`config.mk`:
```
export PLATFORM = sky130hd
export DESIGN_NAME = gpio_port
export DESIGN_NICKNAME = d
export VERILOG_FILES = /design/src/rtl/gpio_port_pkg.sv /design/src/rtl/gpio_port_regs.sv /design/src/rtl/gpio_port_sync.sv /design/src/rtl/gpio_port_drv.sv /design/src/rtl/gpio_port.sv
export SDC_FILE = /design/constraint.sdc
export NUM_CORES = 1
export LEC_CHECK = 0
export ABC_CLOCK_PERIOD_IN_PS = 800
export BUFFER_PORTS_ARGS = -buffer_cell sky130_fd_sc_hd__buf_2
export CAP_MARGIN = 10
export CORE_MARGIN = 4
export CORE_UTILIZATION = 43
export CTS_CLUSTER_DIAMETER = 60
export DETAILED_ROUTE_END_ITERATION = 10
export PLACE_DENSITY = 0.89
export SLEW_MARGIN = 0
export SYNTH_ARGS = -nofsm -noshare
export SYNTH_HDL_FRONTEND = slang
export SYNTH_HIERARCHICAL = 1
export SYNTH_SLANG_ARGS = --single-unit
```
`constraint.sdc`:
```
create_clock -name clk -period 0.8 [get_ports clk]
set_input_delay 0 -clock clk [delete_from_list [all_inputs] [get_ports clk]]
set_output_delay 0 -clock clk [all_outputs]
set_load 0.01 [all_outputs]
```
`src/rtl/gpio_port_pkg.sv`:
```
package gpio_port_pkg;

  typedef enum logic [1:0] {
    DRV_OPEN_DRAIN = 2'b00,
    DRV_WEAK_PU    = 2'b01,
    DRV_HIGH_Z     = 2'b10,
    DRV_PUSH_PULL  = 2'b11
  } drv_mode_e;

  typedef struct packed {
    logic oe;
    logic out;
    logic strong_pu;
    logic weak_pu;
    logic weak_pd;
  } pad_ctl_t;

  localparam int unsigned SYNC_DEPTH = 2;

  // Effective output value: alternate function wins only while active.
  function automatic logic pick_value(logic latch_bit, logic alt_on, logic alt_bit);
    return alt_on ? alt_bit : latch_bit;
  endfunction

  // Pad control decode for one pin.
  function automatic pad_ctl_t decode_pad(drv_mode_e mode, logic val, logic od_pd);
    pad_ctl_t c;
    c = '0;
    unique case (mode)
      DRV_OPEN_DRAIN: begin
        c.oe      = ~val;
        c.weak_pd = od_pd;
      end
      DRV_WEAK_PU: begin
        c.oe      = ~val;
        c.weak_pu = val;
      end
      DRV_HIGH_Z: c = '0;
      DRV_PUSH_PULL: begin
        c.oe        = 1'b1;
        c.out       = val;
        c.strong_pu = val;
      end
      default: c = '0;
    endcase
    return c;
  endfunction

endpackage

```
`src/rtl/gpio_port_regs.sv`:
```
module gpio_port_regs #(
  parameter int unsigned W = 8
) (
  input  logic         clk,
  input  logic         rst_n,
  input  logic         lat_we,
  input  logic [W-1:0] lat_wdata,
  input  logic         m1_we,
  input  logic [W-1:0] m1_wdata,
  input  logic         m2_we,
  input  logic [W-1:0] m2_wdata,
  output logic [W-1:0] latch_q,
  output logic [W-1:0] mode1_q,
  output logic [W-1:0] mode2_q
);

  localparam logic [W-1:0] ALL_ONE  = {W{1'b1}};
  localparam logic [W-1:0] ALL_ZERO = {W{1'b0}};

  always_ff @(posedge clk) begin
    if (!rst_n) begin
      latch_q <= ALL_ONE;
    end else if (lat_we) begin
      latch_q <= lat_wdata;
    end
  end

  always_ff @(posedge clk) begin
    if (!rst_n) begin
      mode1_q <= ALL_ZERO;
    end else if (m1_we) begin
      mode1_q <= m1_wdata;
    end
  end

  always_ff @(posedge clk) begin
    if (!rst_n) begin
      mode2_q <= ALL_ONE;
    end else if (m2_we) begin
      mode2_q <= m2_wdata;
    end
  end

endmodule

```
`src/rtl/gpio_port_sync.sv`:
```
module gpio_port_sync #(
  parameter int unsigned W     = 8,
  parameter int unsigned DEPTH = 2
) (
  input  logic         clk,
  input  logic         rst_n,
  input  logic [W-1:0] d,
  output logic [W-1:0] q
);

  logic [W-1:0] stage [DEPTH];

  generate
    for (genvar s = 0; s < DEPTH; s++) begin : g_stage
      if (s == 0) begin : g_first
        always_ff @(posedge clk) begin
          if (!rst_n) stage[0] <= {W{1'b1}};
          else        stage[0] <= d;
        end
      end else begin : g_next
        always_ff @(posedge clk) begin
          if (!rst_n) stage[s] <= {W{1'b1}};
          else        stage[s] <= stage[s-1];
        end
      end
    end
  endgenerate

  assign q = stage[DEPTH-1];

endmodule

```
`src/rtl/gpio_port_drv.sv`:
```
module gpio_port_drv
  import gpio_port_pkg::*;
#(
  parameter bit OD_PD = 1'b0
) (
  input  logic     mode1,
  input  logic     mode2,
  input  logic     latch_bit,
  input  logic     alt_on,
  input  logic     alt_bit,
  output logic     eff,
  output pad_ctl_t ctl
);

  drv_mode_e mode;

  always_comb begin
    mode = drv_mode_e'({mode1, mode2});
    eff  = pick_value(latch_bit, alt_on, alt_bit);
    ctl  = decode_pad(mode, eff, OD_PD);
  end

endmodule

```
`src/rtl/gpio_port.sv`:
```
module gpio_port
  import gpio_port_pkg::*;
#(
  parameter int unsigned  W          = 8,
  parameter logic [W-1:0] OD_PD_MASK = '0
) (
  input  logic         clk,
  input  logic         rst_n,
  input  logic         lat_we,
  input  logic [W-1:0] lat_wdata,
  input  logic         m1_we,
  input  logic [W-1:0] m1_wdata,
  input  logic         m2_we,
  input  logic [W-1:0] m2_wdata,
  input  logic [W-1:0] alt_act,
  input  logic [W-1:0] alt_val,
  input  logic [W-1:0] pad_in,
  output logic [W-1:0] pad_oe,
  output logic [W-1:0] pad_out,
  output logic [W-1:0] pad_strong_pu,
  output logic [W-1:0] pad_weak_pu,
  output logic [W-1:0] pad_weak_pd,
  output logic [W-1:0] latch_q,
  output logic [W-1:0] pin_rd
);

  // Named internal state, brought out for the checker.
  logic [W-1:0] mode1_q;
  logic [W-1:0] mode2_q;
  logic [W-1:0] eff_val;

  gpio_port_regs #(.W(W)) u_regs (
    .clk       (clk),
    .rst_n     (rst_n),
    .lat_we    (lat_we),
    .lat_wdata (lat_wdata),
    .m1_we     (m1_we),
    .m1_wdata  (m1_wdata),
    .m2_we     (m2_we),
    .m2_wdata  (m2_wdata),
    .latch_q   (latch_q),
    .mode1_q   (mode1_q),
    .mode2_q   (mode2_q)
  );

  gpio_port_sync #(.W(W), .DEPTH(SYNC_DEPTH)) u_sync (
    .clk   (clk),
    .rst_n (rst_n),
    .d     (pad_in),
    .q     (pin_rd)
  );

  generate
    for (genvar i = 0; i < W; i++) begin : g_bit
      pad_ctl_t ctl;
      gpio_port_drv #(.OD_PD(OD_PD_MASK[i])) u_drv (
        .mode1     (mode1_q[i]),
        .mode2     (mode2_q[i]),
        .latch_bit (latch_q[i]),
        .alt_on    (alt_act[i]),
        .alt_bit   (alt_val[i]),
        .eff       (eff_val[i]),
        .ctl       (ctl)
      );
      assign pad_oe[i]        = ctl.oe;
      assign pad_out[i]       = ctl.out;
      assign pad_strong_pu[i] = ctl.strong_pu;
      assign pad_weak_pu[i]   = ctl.weak_pu;
      assign pad_weak_pd[i]   = ctl.weak_pd;
    end
  endgenerate

endmodule

```
==> impl_metrics.env, run 1 <==
export IMPL_diodes=0
export IMPL_core_um2=4000
export IMPL_dpl_hpwl_um=3190
export IMPL_grt_pass1_wl_um=7870
export IMPL_combPwrFrac=0.245
export IMPL_clkPwrFrac=0.314
export IMPL_tritoncts="built"
export IMPL_gp_congestion=0.695
export IMPL_cts_max_level=2
export IMPL_cts_buffer_depth=2
export IMPL_synth_area_um2=1790
export IMPL_rsz0062_at_grt="true"
export IMPL_tns_ps=-9400
export IMPL_startpoint_type="flop"
export IMPL_via_per_inst=4.59
export IMPL_totalWireLength_um=5250
export IMPL_areaGrowthSynthToFinish_pct=70.3
export IMPL_synth_area_leaders="dfxtp_1 45%, mux2i_1 13%, buf_4 7.1%, mux2i_2 6.2%, nand2_1 5.0%"
export IMPL_fmax_mhz=852
export IMPL_p_leak_nw=1.44
export IMPL_die_w_um=72.5
export IMPL_grt_util_all_layers=0.196
export IMPL_powerDensity_nw_per_um2=1630
export IMPL_synth_largest_area_cell="dfxtp_1"
export IMPL_clockRootBuffer="clkbuf_8"
export IMPL_pre_cts_slack_ps=-79.4
export IMPL_final_cell_mix="84 x buf_2, 30 x dlygate4sd3_1, 27 x buf_6"
export IMPL_internal_power_mw=3.72
export IMPL_slew_violations=0
export IMPL_end_kind="output pin"
export IMPL_fillCellCount=278
export IMPL_period_share=1.47
export IMPL_ant_nets=0
export IMPL_min_period_ps=1170
export IMPL_grt_max_degree=19
export IMPL_syn_nets=235
export IMPL_synth_top_area_frac=0.448
export IMPL_clk_pin_slew_ps=70
export IMPL_start_util=0.447
export IMPL_ir_worst_vdd_mv=0.925
export IMPL_die_h_um=72.5
export IMPL_grt_antenna_before_repair=0
export IMPL_grt_overflow_total=0
export IMPL_dp_cells=318
export IMPL_ys_types=15
export IMPL_yosysWarnings=6
export IMPL_switching_share=0.253
export IMPL_violations="setup timing"
export IMPL_rows=23
export IMPL_cp_max_fo=3
export IMPL_switchingPower_mw=1.26
export IMPL_synthCells=182
export IMPL_seqPwrFrac=0.441
export IMPL_die_area_um2=5260
export IMPL_drive_gt1_frac=0.583
export IMPL_cp_data_arrival_time_ps=1170
export IMPL_first_pass_iters=4
export IMPL_insertion_delay_ps=280
export IMPL_detail_route_wl_per_cell_um=14.4
export IMPL_ys_ff_latch=40
export IMPL_grt_pass1_vias=1771
export IMPL_skew_ps=0.700
export IMPL_worst_slack_ps=-374
export IMPL_required_ps=800
export IMPL_hold_class="input port to flop"
export IMPL_drtIter0Drc=37
export IMPL_routed_via_count=1670
export IMPL_io_buffers=100
export IMPL_numClockSinks=40
export IMPL_status="complete, but fails checks"
export IMPL_remaining_drc_errors=0
export IMPL_hold_viol_final=0
export IMPL_yosysSeqAreaShare=0.448
export IMPL_drv_cap=0
export IMPL_layout_commonest_cell="buf_2"
export IMPL_fin_nets=366
export IMPL_ios=109
export IMPL_syn_area_per_cell_um2=9.83
export IMPL_worstSetupPathType="flop to output pin"
export IMPL_stdcell_count=364
export IMPL_setup_viol=40
export IMPL_cts_buffers=5
## flip-flops by register name, summed over array words and instances (netlist names)
register and flops:
u_regs/mode1_q 8, u_regs/mode2_q 8, u_sync/stage 16, u_regs/latch_q 8
## power groups by stage
stage | combinational, mW | sequential (mW) | clock, mW
after floorplan | 0.529 | 2.23 | 0
after global placement | 0.848 | 2.21 | 0
after detailed placement | 0.873 | 2.22 | 0
after CTS | 1.11 | 2.19 | 1.61
after global routing | 1.31 | 2.21 | 1.70
final | 1.22 | 2.20 | 1.56
## critical path: stages, from the launching register on
cell     delay [ps]
dfxtp_2         360
mux2i_4          80
buf_4           140
nor3b_2         160
buf_2           170
## cells by family after synthesis
| kind of cell | count (synthesis) | share of synthesized area |
|---|---|---|
| multiplexers | 32 | 0.196 |
| AO/OA/AOI/OAI | 8 | 0.0392 |
| flip-flops | 40 | 0.448 |
| other | 8 | 0.0168 |
| AND/OR/NAND/NOR | 64 | 0.188 |
| buffers and inverters | 30 | 0.113 |
## what timing repair did
item                                   4_1_cts  5_1_grt
hold buffers                                29        1
endpoints found under the hold margin       29        1
pin swaps                                    6        7
gates cloned                                 0        0
setup endpoints to repair                   38       45
gates resized for setup                     40       23
buffers inserted                             2        8
## through the flow
stage | area, µm² | power [mW] | hold slack, ps | utilization
after floorplan | 1820 | 2.76 | 73.0 | -
after global placement | 2290 | 3.06 | 178 | 0.572
after detailed placement | 2290 | 3.09 | 181 | 0.572
after CTS | 2890 | 4.91 | 3.94 | 0.723
after global routing | 3050 | 5.22 | 3.29 | 0.762
final | 3050 | 4.98 | 4.89 | 0.762
## routing by layer
metal / track usage / wire length [µm] / vias up
met4: 0.105 / 242 / 0
met1: 0.178 / 1700 / 766
met5: 0 / 0 / -
li1: - / - / 813
met2: 0.399 / 3030 / 70
met3: 0.0346 / 281 / 21
## final timing paths
check	startpoint	end	slack (ps)	cells after the start
setup / recovery	u_regs/latch_q[5]	pad_weak_pu[5]	-370	4
hold / removal	m1_wdata[6]	u_regs/mode1_q[6]	5	3
setup reg to reg	u_regs/latch_q[7]	u_regs/latch_q[7]	-50	4
hold reg to reg	u_sync/stage[0][1]	u_sync/stage[1][1]	410	1
## synthesized netlist by cell type (all sizes together)
library cell / instances
nor2b: 8
nor3b: 8
nand2: 24
nor2: 8
or2b: 5
dfxtp: 40
nand2b: 11
conb: 8
mux2i: 32
buf: 22
o21ai: 8
inv: 8
## cell type report
type,count,area (µm²),area share
timing repair buffer,146,1070,0.353
inverter,8,30.0,0.00986
clock inverter,2,35.0,0.0115
tap,50,62.6,0.0205
clock buffer,6,72.6,0.0238
multi-input combinational,112,942,0.309
sequential,40,830,0.272
No activity file was read; power rests on OpenSTA's default activity.
==> inputs of run 2 (changes only) <==
- CORE_MARGIN: 4 -> unset
- PLACE_DENSITY: 0.89 -> 0.8
==> run 2 against run 1 <==
  * The run still ends with setup timing left
  * Register-to-register slack got worse by 20 ps
  * Global-route usage is 1.7 points higher
  * Highest routed layer unchanged
  * Critical path depth is the same
  * Count of clock-buffer cells in the layout is the same
==> impl_metrics.env, run 2 (synthesized netlist as in run 1, its figures left out) <==
export IMPL_cp_data_arrival_time_ps=1140
export IMPL_clk_pin_slew_ps=80
export IMPL_combPwrFrac=0.232
export IMPL_fillCellCount=271
export IMPL_start_util=0.447
export IMPL_critical_path_max_stage_delay_ps=360
export IMPL_internal_power_mw=3.67
export IMPL_rsz0062_at_grt="true"
export IMPL_cp_depth=4
export IMPL_hold_viol_final=0
export IMPL_numClockSinks=40
export IMPL_setup_viol=41
export IMPL_min_period_ps=1140
export IMPL_routed_via_count=1640
export IMPL_die_h_um=66.5
export IMPL_drive_gt1_frac=0.591
export IMPL_first_pass_iters=6
export IMPL_ir_worst_vdd_mv=1.46
export IMPL_crit_chain="mux2i_4, buf_4, nor3b_2, buf_2"
export IMPL_critPathTopFamily="flip-flops"
export IMPL_p_leak_nw=1.42
export IMPL_final_cell_mix="90 x buf_2, 31 x dlygate4sd3_1, 24 x mux2i_1"
export IMPL_clkPwrFrac=0.324
export IMPL_switchingPower_mw=1.26
export IMPL_rr_startpoint="u_regs/latch_q[1]"
export IMPL_grt_util_all_layers=0.213
export IMPL_stdcell_count=363
export IMPL_insertion_delay_ps=280
export IMPL_crit_buf_inv=2
export IMPL_seqPwrFrac=0.445
export IMPL_worstSetupPathType="flop to output pin"
export IMPL_largest_register_ffs=16
export IMPL_pre_cts_slack_ps=-49.0
export IMPL_violations="setup timing"
export IMPL_end_kind="output pin"
export IMPL_top_register="u_sync/stage"
export IMPL_regToRegSetupSlack_ps=-70
export IMPL_drtIter0Drc=37
export IMPL_ant_nets=0
export IMPL_whs_ps=5.26
export IMPL_die_w_um=66.5
export IMPL_crit_slowest_cell="dfxtp_2"
export IMPL_core_um2=4000
export IMPL_tritoncts="built"
export IMPL_ios=109
export IMPL_cp_max_fo=3
export IMPL_detail_route_wl_per_cell_um=13.0
export IMPL_startpoint_type="flop"
export IMPL_via_per_inst=4.52
export IMPL_cts_max_level=2
export IMPL_diodes=0
export IMPL_gp_congestion=0.741
export IMPL_rows=23
export IMPL_dpl_hpwl_um=2880
export IMPL_cts_buffers=5
export IMPL_period_share=1.42
export IMPL_worst_slack_ps=-338
export IMPL_grt_pass1_wl_um=6900
export IMPL_clockRootBuffer="clkbuf_8"
export IMPL_hold_class="input port to flop"
export IMPL_totalWireLength_um=4730
export IMPL_grt_overflow_total=0
export IMPL_grt_pass1_vias=1587
export IMPL_skew_ps=0.485
export IMPL_dp_cells=320
export IMPL_seqCellArea_um2=841
export IMPL_cp_startpoint="u_regs/latch_q[2]"
export IMPL_fmax_mhz=878
export IMPL_layout_commonest_cell="buf_2"
export IMPL_switching_share=0.256
export IMPL_areaGrowthSynthToFinish_pct=66.3
export IMPL_status="complete, but fails checks"
export IMPL_worstSetupEndpoint="pad_weak_pu[2]"
export IMPL_io_buffers=100
export IMPL_multi_input_area_um2=930
export IMPL_remaining_drc_errors=0
export IMPL_ff2ff_path_depth=4
export IMPL_fin_nets=365
export IMPL_worstReg2RegEnd="u_regs/latch_q[1]"
export IMPL_required_ps=800
export IMPL_slew_violations=0
export IMPL_die_area_um2=4420
export IMPL_power_mw=4.93
export IMPL_powerDensity_nw_per_um2=1660
export IMPL_grt_max_degree=17
export IMPL_drv_cap=0
export IMPL_grt_antenna_before_repair=0
export IMPL_final_core_util=0.744
export IMPL_cts_buffer_depth=2
[run 2: cell count changes in the layout (fill, tap and decap cells not counted), sizes merged]
| cell | delta |
|---|---|
| buf | -2 |
| dlygate4sd3 | +1 |
[run 2: layout make-up]
class | count | area share
flip-flops and latches | 40 | 0.283
repair buffers | 145 | 0.338
well taps | 50 | 0.0210
inverters | 8 | 0.0101
clock inverters | 2 | 0.0118
clock buffers | 6 | 0.0244
multi-input cells | 112 | 0.312
[run 2: how the worst min path moves through the flow]
| stage | startpoint | endpoint | cells past startpoint |
|---|---|---|---|
| 2_1_floorplan | rst_n | u_sync/stage[0][2] | 1 |
| 5_1_grt | rst_n | u_sync/stage[1][6] | 2 |
| 6_report | rst_n | u_sync/stage[1][6] | 2 |
| 4_1_cts | m1_wdata[6] | u_regs/mode1_q[6] | 3 |
| 3_3_place_gp | pad_in[0] | u_sync/stage[0][0] | 2 |
| 3_5_place_dp | pad_in[7] | u_sync/stage[0][7] | 2 |
[run 2: power groups by stage]
stage	Clock [mW]	Sequential [mW]	Combinational (mW)
floorplan	0	2.23	0.529
global placement	0	2.21	0.842
detailed placement	0	2.22	0.859
CTS	1.63	2.19	1.09
global route	1.74	2.21	1.24
finish	1.60	2.19	1.14
[run 2: layer usage]
metal,vias to the layer above,share of wire,track usage
met5,-,0,0
met4,0,0.033,0.122
met3,14,0.040,0.0428
met2,63,0.57,0.406
met1,749,0.36,0.212
li1,814,-,-
[run 2: repair_timing]
| item | CTS | global route |
|---|---|---|
| pin swaps | 8 | 6 |
| buffers inserted | 1 | 6 |
| hold endpoints to repair | 31 | 0 |
| gates cloned | 0 | 0 |
| gates resized for setup | 38 | 21 |
| endpoints found under the setup margin | 39 | 44 |
| hold buffers | 31 | 0 |
[run 2: through the flow]
step / TNS [ps] / instance area [µm²]
after CTS: -8460 / 2900
final: -8980 / 2980
after global placement: -63.6 / 2290
after detailed placement: -205 / 2290
after floorplan: -20.4 / 1820
after global routing: -10990 / 2980
